## src/rtl/snf_pkg.sv

```systemverilog
package snf_pkg;

  typedef enum logic [1:0] {
    SPC_MISC0 = 2'b00,
    SPC_FLUSH = 2'b01,
    SPC_WBACK = 2'b10,
    SPC_MISC3 = 2'b11
  } spc_code_e;

  typedef enum logic [1:0] {
    FL_IDLE   = 2'd0,
    FL_ASSERT = 2'd1,
    FL_RUN    = 2'd2
  } fl_state_e;

  // XOR of all bits: the bit that makes the vector plus itself even.
  function automatic logic even_parity(input logic [63:0] v);
    return ^v;
  endfunction

  // Memory transfers in one cache line.
  function automatic logic [3:0] line_beats(input logic line8);
    return line8 ? 4'd8 : 4'd4;
  endfunction

  // Flush-class special cycles need the cache handshake.
  function automatic logic is_flush_code(input logic [1:0] code);
    return (code == SPC_FLUSH) || (code == SPC_WBACK);
  endfunction

endpackage

```

## src/rtl/snoop_capture.sv

```systemverilog
module snoop_capture
  import snf_pkg::*;
#(
  parameter int ADDR_W     = 32,
  parameter int LINE_OFF_W = 5,
  parameter int SUB_W      = 2
) (
  input  logic              clk,
  input  logic              rst_n,
  input  logic              accept,
  input  logic [ADDR_W-1:0] bus_addr,
  input  logic              bus_inv,
  input  logic              bus_nca,
  input  logic              bus_sub0,
  output logic              snp_start,
  output logic [ADDR_W-1:0] snp_addr,
  output logic              snp_par,
  output logic              snp_inv,
  output logic              snp_nca,
  output logic [SUB_W-1:0]  wb_sub
);
  localparam int LINE_W = ADDR_W - LINE_OFF_W;
  localparam int SUB_LO = LINE_OFF_W - SUB_W;

  logic [63:0]      line_bits;
  logic             par_next;
  logic [SUB_W-1:0] sub_next;

  always_comb begin
    line_bits = '0;
    line_bits[LINE_W-1:0] = bus_addr[ADDR_W-1:LINE_OFF_W];
    par_next  = even_parity(line_bits);
    sub_next  = bus_sub0 ? '0 : bus_addr[SUB_LO +: SUB_W];
  end

  always_ff @(posedge clk) begin
    if (!rst_n) begin
      snp_start <= 1'b0;
      snp_addr  <= '0;
      snp_par   <= 1'b0;
      snp_inv   <= 1'b0;
      snp_nca   <= 1'b0;
      wb_sub    <= '0;
    end else begin
      snp_start <= accept;
      if (accept) begin
        snp_addr <= bus_addr;
        snp_par  <= par_next;
        snp_inv  <= bus_inv;
        snp_nca  <= bus_nca;
        wb_sub   <= sub_next;
      end
    end
  end

  AST_PARITY_EVEN: assert property (@(posedge clk) disable iff (!rst_n)
    snp_start |-> (($countones({snp_addr[ADDR_W-1:LINE_OFF_W], snp_par}) % 2) == 0));

  AST_SUB_ZERO: assert property (@(posedge clk) disable iff (!rst_n)
    (snp_start && $past(bus_sub0)) |-> (wb_sub == '0));

  AST_FIELDS_STABLE: assert property (@(posedge clk) disable iff (!rst_n)
    !accept |=> $stable(snp_addr));

endmodule

```

## src/rtl/snoop_resp.sv

```systemverilog
module snoop_resp
  import snf_pkg::*;
(
  input  logic       clk,
  input  logic       rst_n,
  input  logic       accept,
  input  logic       cfg_line8,
  input  logic       cache_hit_valid,
  input  logic       cache_hitm,
  input  logic       cache_wb_strobe,
  output logic       busy,
  output logic       sys_hit_valid,
  output logic       sys_hitm,
  output logic       wb_req,
  output logic [3:0] wb_beats
);
  logic wb_pend;
  logic hit_take;
  logic wb_take;

  assign hit_take = busy && cache_hit_valid;
  assign wb_take  = wb_pend && cache_wb_strobe;

  always_ff @(posedge clk) begin
    if (!rst_n) begin
      busy          <= 1'b0;
      sys_hit_valid <= 1'b0;
      sys_hitm      <= 1'b0;
      wb_pend       <= 1'b0;
      wb_req        <= 1'b0;
      wb_beats      <= '0;
    end else begin
      sys_hit_valid <= hit_take;
      wb_req        <= wb_take;
      if (accept)
        busy <= 1'b1;
      else if (hit_take)
        busy <= 1'b0;
      if (hit_take)
        sys_hitm <= cache_hitm;
      wb_pend <= (wb_pend && !wb_take) || (hit_take && cache_hitm);
      if (wb_take)
        wb_beats <= line_beats(cfg_line8);
    end
  end

  AST_HIT_WHILE_BUSY: assert property (@(posedge clk) disable iff (!rst_n)
    sys_hit_valid |-> $past(busy));

  AST_BUSY_CLEARS: assert property (@(posedge clk) disable iff (!rst_n)
    sys_hit_valid |-> !busy);

  AST_WB_NEEDS_HITM: assert property (@(posedge clk) disable iff (!rst_n)
    wb_req |-> $past(wb_pend));

  AST_WB_BEATS_LEGAL: assert property (@(posedge clk) disable iff (!rst_n)
    wb_req |-> (wb_beats == 4'd4 || wb_beats == 4'd8));

endmodule

```

## src/rtl/flush_seq.sv

```systemverilog
module flush_seq
  import snf_pkg::*;
(
  input  logic       clk,
  input  logic       rst_n,
  input  logic       spc_valid,
  input  logic [1:0] spc_code,
  input  logic       cache_hold,
  input  logic       flush_busy,
  output logic       cache_flush,
  output logic       cpu_ready,
  output logic       flush_done
);
  fl_state_e st;
  logic      seen_busy;
  logic      flush_decode;
  logic      misc_decode;
  logic      hold_seen;

  assign flush_decode = (st == FL_IDLE) && spc_valid && is_flush_code(spc_code);
  assign misc_decode  = (st == FL_IDLE) && spc_valid && !is_flush_code(spc_code);
  assign hold_seen    = (st == FL_ASSERT) && cache_hold;

  always_ff @(posedge clk) begin
    if (!rst_n) begin
      st          <= FL_IDLE;
      seen_busy   <= 1'b0;
      cache_flush <= 1'b0;
      cpu_ready   <= 1'b0;
      flush_done  <= 1'b0;
    end else begin
      cpu_ready  <= 1'b0;
      flush_done <= 1'b0;
      case (st)
        FL_IDLE: begin
          if (flush_decode) begin
            cache_flush <= 1'b1;
            st          <= FL_ASSERT;
          end else if (misc_decode) begin
            cpu_ready <= 1'b1;
          end
        end
        FL_ASSERT: begin
          if (hold_seen) begin
            cache_flush <= 1'b0;
            cpu_ready   <= 1'b1;
            seen_busy   <= flush_busy;
            st          <= FL_RUN;
          end
        end
        FL_RUN: begin
          if (flush_busy) begin
            seen_busy <= 1'b1;
          end else if (seen_busy) begin
            flush_done <= 1'b1;
            seen_busy  <= 1'b0;
            st         <= FL_IDLE;
          end
        end
        default: st <= FL_IDLE;
      endcase
    end
  end

  AST_FLUSH_HELD: assert property (@(posedge clk) disable iff (!rst_n)
    (cache_flush && !cache_hold) |=> cache_flush);

  AST_READY_WITH_DROP: assert property (@(posedge clk) disable iff (!rst_n)
    $fell(cache_flush) |-> cpu_ready);

  AST_NO_READY_WHILE_FLUSH: assert property (@(posedge clk) disable iff (!rst_n)
    cache_flush |-> !cpu_ready);

  AST_DONE_ON_LOW_BUSY: assert property (@(posedge clk) disable iff (!rst_n)
    flush_done |-> !$past(flush_busy));

endmodule

```

## src/rtl/snoop_flush_ctrl.sv

```systemverilog
module snoop_flush_ctrl
  import snf_pkg::*;
#(
  parameter int ADDR_W     = 32,
  parameter int LINE_OFF_W = 5,
  parameter int SUB_W      = 2
) (
  input  logic              clk,
  input  logic              rst_n,
  input  logic              cfg_line8,
  input  logic              bus_valid,
  input  logic [ADDR_W-1:0] bus_addr,
  input  logic              bus_inv,
  input  logic              bus_nca,
  input  logic              bus_sub0,
  input  logic              local_drive,
  output logic              snp_start,
  output logic [ADDR_W-1:0] snp_addr,
  output logic              snp_par,
  output logic              snp_inv,
  output logic              snp_nca,
  output logic [SUB_W-1:0]  wb_sub,
  output logic              snp_busy,
  input  logic              cache_hit_valid,
  input  logic              cache_hitm,
  input  logic              cache_wb_strobe,
  output logic              sys_hit_valid,
  output logic              sys_hitm,
  output logic              wb_req,
  output logic [3:0]        wb_beats,
  input  logic              spc_valid,
  input  logic [1:0]        spc_code,
  input  logic              cache_hold,
  input  logic              flush_busy,
  output logic              cache_flush,
  output logic              cpu_ready,
  output logic              flush_done
);
  logic snoop_accept;

  assign snoop_accept = bus_valid && !local_drive && !snp_busy;

  snoop_capture #(
    .ADDR_W(ADDR_W), .LINE_OFF_W(LINE_OFF_W), .SUB_W(SUB_W)
  ) u_capture (
    .clk(clk), .rst_n(rst_n), .accept(snoop_accept),
    .bus_addr(bus_addr), .bus_inv(bus_inv), .bus_nca(bus_nca), .bus_sub0(bus_sub0),
    .snp_start(snp_start), .snp_addr(snp_addr), .snp_par(snp_par),
    .snp_inv(snp_inv), .snp_nca(snp_nca), .wb_sub(wb_sub)
  );

  snoop_resp u_resp (
    .clk(clk), .rst_n(rst_n), .accept(snoop_accept), .cfg_line8(cfg_line8),
    .cache_hit_valid(cache_hit_valid), .cache_hitm(cache_hitm),
    .cache_wb_strobe(cache_wb_strobe), .busy(snp_busy),
    .sys_hit_valid(sys_hit_valid), .sys_hitm(sys_hitm),
    .wb_req(wb_req), .wb_beats(wb_beats)
  );

  flush_seq u_flush (
    .clk(clk), .rst_n(rst_n), .spc_valid(spc_valid), .spc_code(spc_code),
    .cache_hold(cache_hold), .flush_busy(flush_busy),
    .cache_flush(cache_flush), .cpu_ready(cpu_ready), .flush_done(flush_done)
  );

  AST_NO_SELF_SNOOP: assert property (@(posedge clk) disable iff (!rst_n)
    local_drive |=> !snp_start);

  AST_ONE_OUTSTANDING: assert property (@(posedge clk) disable iff (!rst_n)
    snp_start |-> !$past(snp_busy));

  AST_START_SETS_BUSY: assert property (@(posedge clk) disable iff (!rst_n)
    snp_start |-> snp_busy);

endmodule

```

## config.mk

```make
export PLATFORM = sky130hd
export DESIGN_NAME = snoop_flush_ctrl
export DESIGN_NICKNAME = d
export VERILOG_FILES = /design/src/rtl/snf_pkg.sv /design/src/rtl/snoop_capture.sv /design/src/rtl/snoop_resp.sv /design/src/rtl/flush_seq.sv /design/src/rtl/snoop_flush_ctrl.sv
export SDC_FILE = /design/constraint.sdc
export NUM_CORES = 1
export LEC_CHECK = 0
export ABC_AREA = 1
export BUFFER_PORTS_ARGS = -buffer_cell sky130_fd_sc_hd__buf_2
export CAP_MARGIN = 5
export CORE_ASPECT_RATIO = 1.2
export CORE_UTILIZATION = 42
export DETAILED_ROUTE_END_ITERATION = 6
export PLACE_DENSITY_LB_ADDON = 0.12
export SLEW_MARGIN = 30
export SYNTH_ARGS = -nofsm -noshare
export SYNTH_HDL_FRONTEND = slang
export SYNTH_HIERARCHICAL = 1
export SYNTH_SLANG_ARGS = --single-unit
export TNS_END_PERCENT = 30
```

## constraint.sdc

```tcl
create_clock -name clk -period 2.87 [get_ports clk]
set_input_delay 0.574 -clock clk [delete_from_list [all_inputs] [get_ports clk]]
set_output_delay 0.574 -clock clk [all_outputs]
set_load 0.01 [all_outputs]
```

# --- Word-level counts from Yosys, hierarchy flattened ---
# Cells that the tools add are included.
classes:
  n_eq_ne: 8
  muxes: 20
  bitwise: 2
  n_reduce_logical: 25
ops:
  columns: ["cell", "count"]
  rows:
  - ["64-bit XOR reduction", 1]
  - ["1-bit logical AND", 10]
  - ["1-bit two-way mux", 10]
  - ["2-bit two-way mux", 5]
  - ["2-bit by 1-bit != test with 1-bit output (second input constant)", 3]
  - ["1-bit one-hot mux with 2 select lines", 3]
  - ["2-bit one-hot mux with 3 select lines", 1]
  - ["2-bit nonzero test", 3]
  - ["2-bit by 1-bit equality test with 1-bit output (second input constant)", 2]
  - ["2-bit equality test (second input constant)", 2]
  - ["1-bit zero test", 4]
  - ["4-bit two-way mux", 1]
  - ["4-bit AND reduction", 1]
  - ["3-bit AND reduction", 1]
  - ["3-bit OR reduction", 1]
  - ["2-bit zero test", 1]
  - ["1-bit logical OR", 2]
  - ["2-bit != test (second input constant)", 1]
  - ["1-bit inverter", 2]
  - ["2-bit AND reduction", 1]
word_totals:
  ff_bits: 53
  input_bits: 48
  out_inout_bits: 49
  wordCells: 72

# --- Longest topological paths before layout ---
depth:
  ltp_word: 7
  depth_mapped: 14
  depth_no_buf: 14

# --- Cells and area by module ---
# Netlist, hierarchy kept.
by_module_without_submodules:
  columns: ["mod", "instances", "cells_each", "area_per_inst_um2", "seq_area_each_um2"]
  rows:
  - ["snoop_capture", 1, 315, 1903.1, 760.7]
  - ["flush_seq", 1, 37, 261.5, 120.1]
  - ["snoop_resp", 1, 31, 251.5, 140.1]
  - ["snoop_flush_ctrl", 1, 3, 13.8, 0.0]

# --- Worst setup path after synthesis ---
# OpenSTA, ideal clock, no wires.
synth_timing:
  path_kind: "in2reg"
  start: "in local_drive"
  end: "reg u_capture.snp_addr[10]"
  setup_time_ps: 133
  arrival_ps: 1333
  required_ps: 2737
  slack_ps: 1404
  cell_stages: 6
  n_path_buf: 2
  cell_sequence: "inv_1 > nand2_1 > nor2_2 > buf_2 > clkbuf_1 > a21oi_1"
synth_via:
  elab_chain_cells: 3
synth_lines:
  columns: ["item", "line_no", "source"]
  rows:
  - ["start, declared", "snoop_flush_ctrl.sv:16", "input logic local_drive,"]
  - ["1-bit zero test", "snoop_flush_ctrl.sv:41", "assign snoop_accept = bus_valid && !local_drive && !snp_busy;"]
  - ["1-bit logical AND (2 in series)", "snoop_flush_ctrl.sv:41", null]
  - ["net snoop_accept", "snoop_flush_ctrl.sv:39", "logic snoop_accept;"]
  - ["end signal, assigned", "snoop_capture.sv:47", "snp_addr <= bus_addr;"]
  - ["end, declared", "snoop_capture.sv:16", "output logic [ADDR_W-1:0] snp_addr,"]
# The timed path passes the listed nets, and every way through them passes these cells.
# A chain may end at the register's enable or synchronous reset.

# --- Worst setup path in the final report ---
layout_timing:
  start: "in local_drive"
  end: "reg u_capture.snp_addr[9]"
# Same word-level chain as after synthesis.

==> results.md <==
- Post-synth EDFFs: 0
- Maximum vdd drop: 0.000231 V
- Main area contributors after synthesis: dfxtp_1, nand2_1, a21oi_1
- Clock skew: 0.00331 ns
- Initial antenna violation count: 0
- Ant. Diodes: 0
- Antenna Nets Post-Route: 0
- Critical path's largest stage delay: 0.37 ns
- Initial Util: 43.2%
- Initial DRC count: 105
- Synth area leader: dfxtp_1
- # Max-Cap Violations: 0
- Logic pwr share: 18.9%
- Core box area: 5630 um2
- Hold WS: 0.455 ns
- Cts bufs inserted: 5
- CTS Sinks: 51
- DR WL/cell: 9.99 um
- HPWL Detailed: 4080 um
- CP endpoint kind: flop
- CP Class: in -> reg
- Top FF cell, synth: dfxtp_1
- Initial DRT Pass Iterations: 4
- Fin. Hold Viols: 0
- Peak Freq: 0.640 GHz
- PostCTS Resize Cnt: 0
- Flop pwr share: 49.8%
- Leak: 1.79 nW
- Power Dens Cells: 507 nW/um2
- Crit path max-delay family: buffers and inverters
- Postcts setup bufs: 0
- Status: finished clean
- Final net count: 526
- Largest net degree at the start of global routing: 40
- Register area share after synthesis: 42.0%
- Most common cell in the netlist: nand2_1
- Final Cycle Share: 54.4%
- Final Slew Violations: 0
- First-pass GRT wire length: 9090 um
- Class of the worst hold path: reg -> reg
- Root buffer cell: clkbuf_8
- Synth Cell Area: 2430 um2
- CP Cell Sequence: buf_2, inv_1, nand2_1, nor2_4, buf_4, o21ai_0, a21oi_1
- Top-level port count: 97
- Vias/cell: 4.69
- Gr ovfl total: 0
- CP startpoint kind: primary input
- Die area: 6090 um2
- Syn_area_per_cell: 6.29 um2
- Clock share of power: 31.4%
- FP Rows: 30
- Share of synthesized registers carrying an async set or reset: 0%
- Final Wtd Congestion: 0.769
- Switching Share: 27.7%
- CP Data Required Time: 3.10 ns
- Setup_tns: 0 ns
- Yosys cell types: 20
- Post-Synthesis Cells: 386
- H-Tree Depth: 2
- Synthesis warning total: 6
- CP Data Arrival Time: 1.79 ns
- Setup-failing EPs final: 0
- Flops & latches, synth: 51
- Sw Pwr: 428 uW
- Min Tclk post-route: 1.56 ns
- Worst-path maximum fanout: 34
- Max-slew headroom: 58.9%
- Overall Global Routing Usage: 18.5%
- RSZ-0062 raised after global routing: no
- Slowest CP cell: buf_4
- Share of layout cells above drive strength 1: 23.6%
- Commonest cells post-synth: nand2_1, dfxtp_1, inv_1, a21oi_1, o21ai_0
- Number of global-route vias before repair: 2,198
- CTS tree: built
- PortBufs: 94
- WP buf/inv: 3
- Clock latency at the later pin of the worst-skew pair: 0.30 ns
- Layout area overhead: 25.4%
- Via count: 2,541
- DRC: 0
- Horiz. Die Dim: 71.4 um
- Yosys top cell area share: 42.0%
- CTS clk-pin slew, worst paths: 0.09 ns
- Final wirelength: 5410 um
- P_int: 1.12 mW
- Hold_buf cts: 0
- Worst Tran Pin Value: 0.617 ns
- Clk buf depth: 2
- Die Height: 85.3 um
## worst paths after layout
kind / start / to / slack, ns / cells past startpoint
worst max-delay path: local_drive / u_capture/snp_addr[9] / 1.31 / 7
worst min register to register: u_resp/wb_beats[2] / u_resp/wb_beats[2] / 0.46 / 2
worst max register to register: u_resp/busy / u_capture/snp_addr[9] / 1.39 / 4
worst min-delay path: u_resp/wb_beats[2] / u_resp/wb_beats[2] / 0.46 / 2
## cell type report
class | instances | area, um2
clock buffer | 6 | 72.6
clock inverter | 1 | 30.0
fill | 581 | 2580
inverter | 48 | 180
multi-input combinational | 276 | 1180
sequential | 51 | 1020
tap | 64 | 80.1
timing repair buffer | 96 | 485
## power by group through the flow
stage / Clock [mW] / Sequential, mW / Combinational [mW]
CTS: 0.503 / 0.770 / 0.295
global route: 0.523 / 0.775 / 0.337
floorplan: 0 / 0.804 / 0.165
finish: 0.485 / 0.770 / 0.292
detailed placement: 0 / 0.786 / 0.294
global placement: 0 / 0.786 / 0.287
## worst register-to-register path, cell delays in order, from the launching register on
cell	delay [ns]
dfxtp_1	0.37
nor2_4	0.35
buf_4	0.38
o21ai_0	0.15
a21oi_1	0.18
## flip-flops by register name, summed over array words and instances (netlist names), 2 cells and up
signal / flops
u_flush/st: 2
u_capture/snp_addr: 32
u_capture/wb_sub: 2
u_resp/wb_beats: 2
## placed cells by master, fill, tap and decap left out
master	instances
nor3_1	1
clkbuf_1	1
clkbuf_8	5
a21oi_2	1
nand3_1	15
nand2_2	4
inv_1	43
or2_4	1
o21ai_1	1
dfxtp_1	51
nand2_1	161
nor2_1	15
clkinv_1	1
a21oi_1	41
conb_1	2
o21ai_0	32
bufinv_16	1
buf_2	94
nor2_4	1
buf_4	2
inv_2	4
nand4_1	1
## kinds of logic (layout without fill, tap and decap cells)
logic type             after synthesis  in the layout  synth area share (%)
buffers and inverters               60            151                  9.83
DFF                                 51             51                  42.0
AOI/OAI and AO/OA                   75             75                  15.6
other                                1              2                 0.154
and+or+nand+nor                    199            199                  32.4
## stage by stage
stage / cell area, um2 / cells / utilization, % / power (mW) / setup slack (ns)
after floorplan: 2430 / 387 / - / 0.969 / 1.40
after global placement: 2950 / 535 / 52.3 / 1.07 / 1.05
after detailed placement: 2950 / 535 / 52.3 / 1.08 / 0.983
after CTS: 3050 / 542 / 54.1 / 1.57 / 1.31
after global routing: 3050 / 542 / 54.1 / 1.63 / 1.12
final: 3050 / 542 / 54.1 / 1.55 / 1.31
## routing by layer
layer	part of all wire, %	vias to the layer above	track usage [%]
met5	0	-	0
met2	47	67	32.3
met1	46	1084	22.2
met4	0.89	0	6.00
met3	5.4	4	4.51
li1	-	1386	-
No activity file was read; power rests on OpenSTA's default activity.
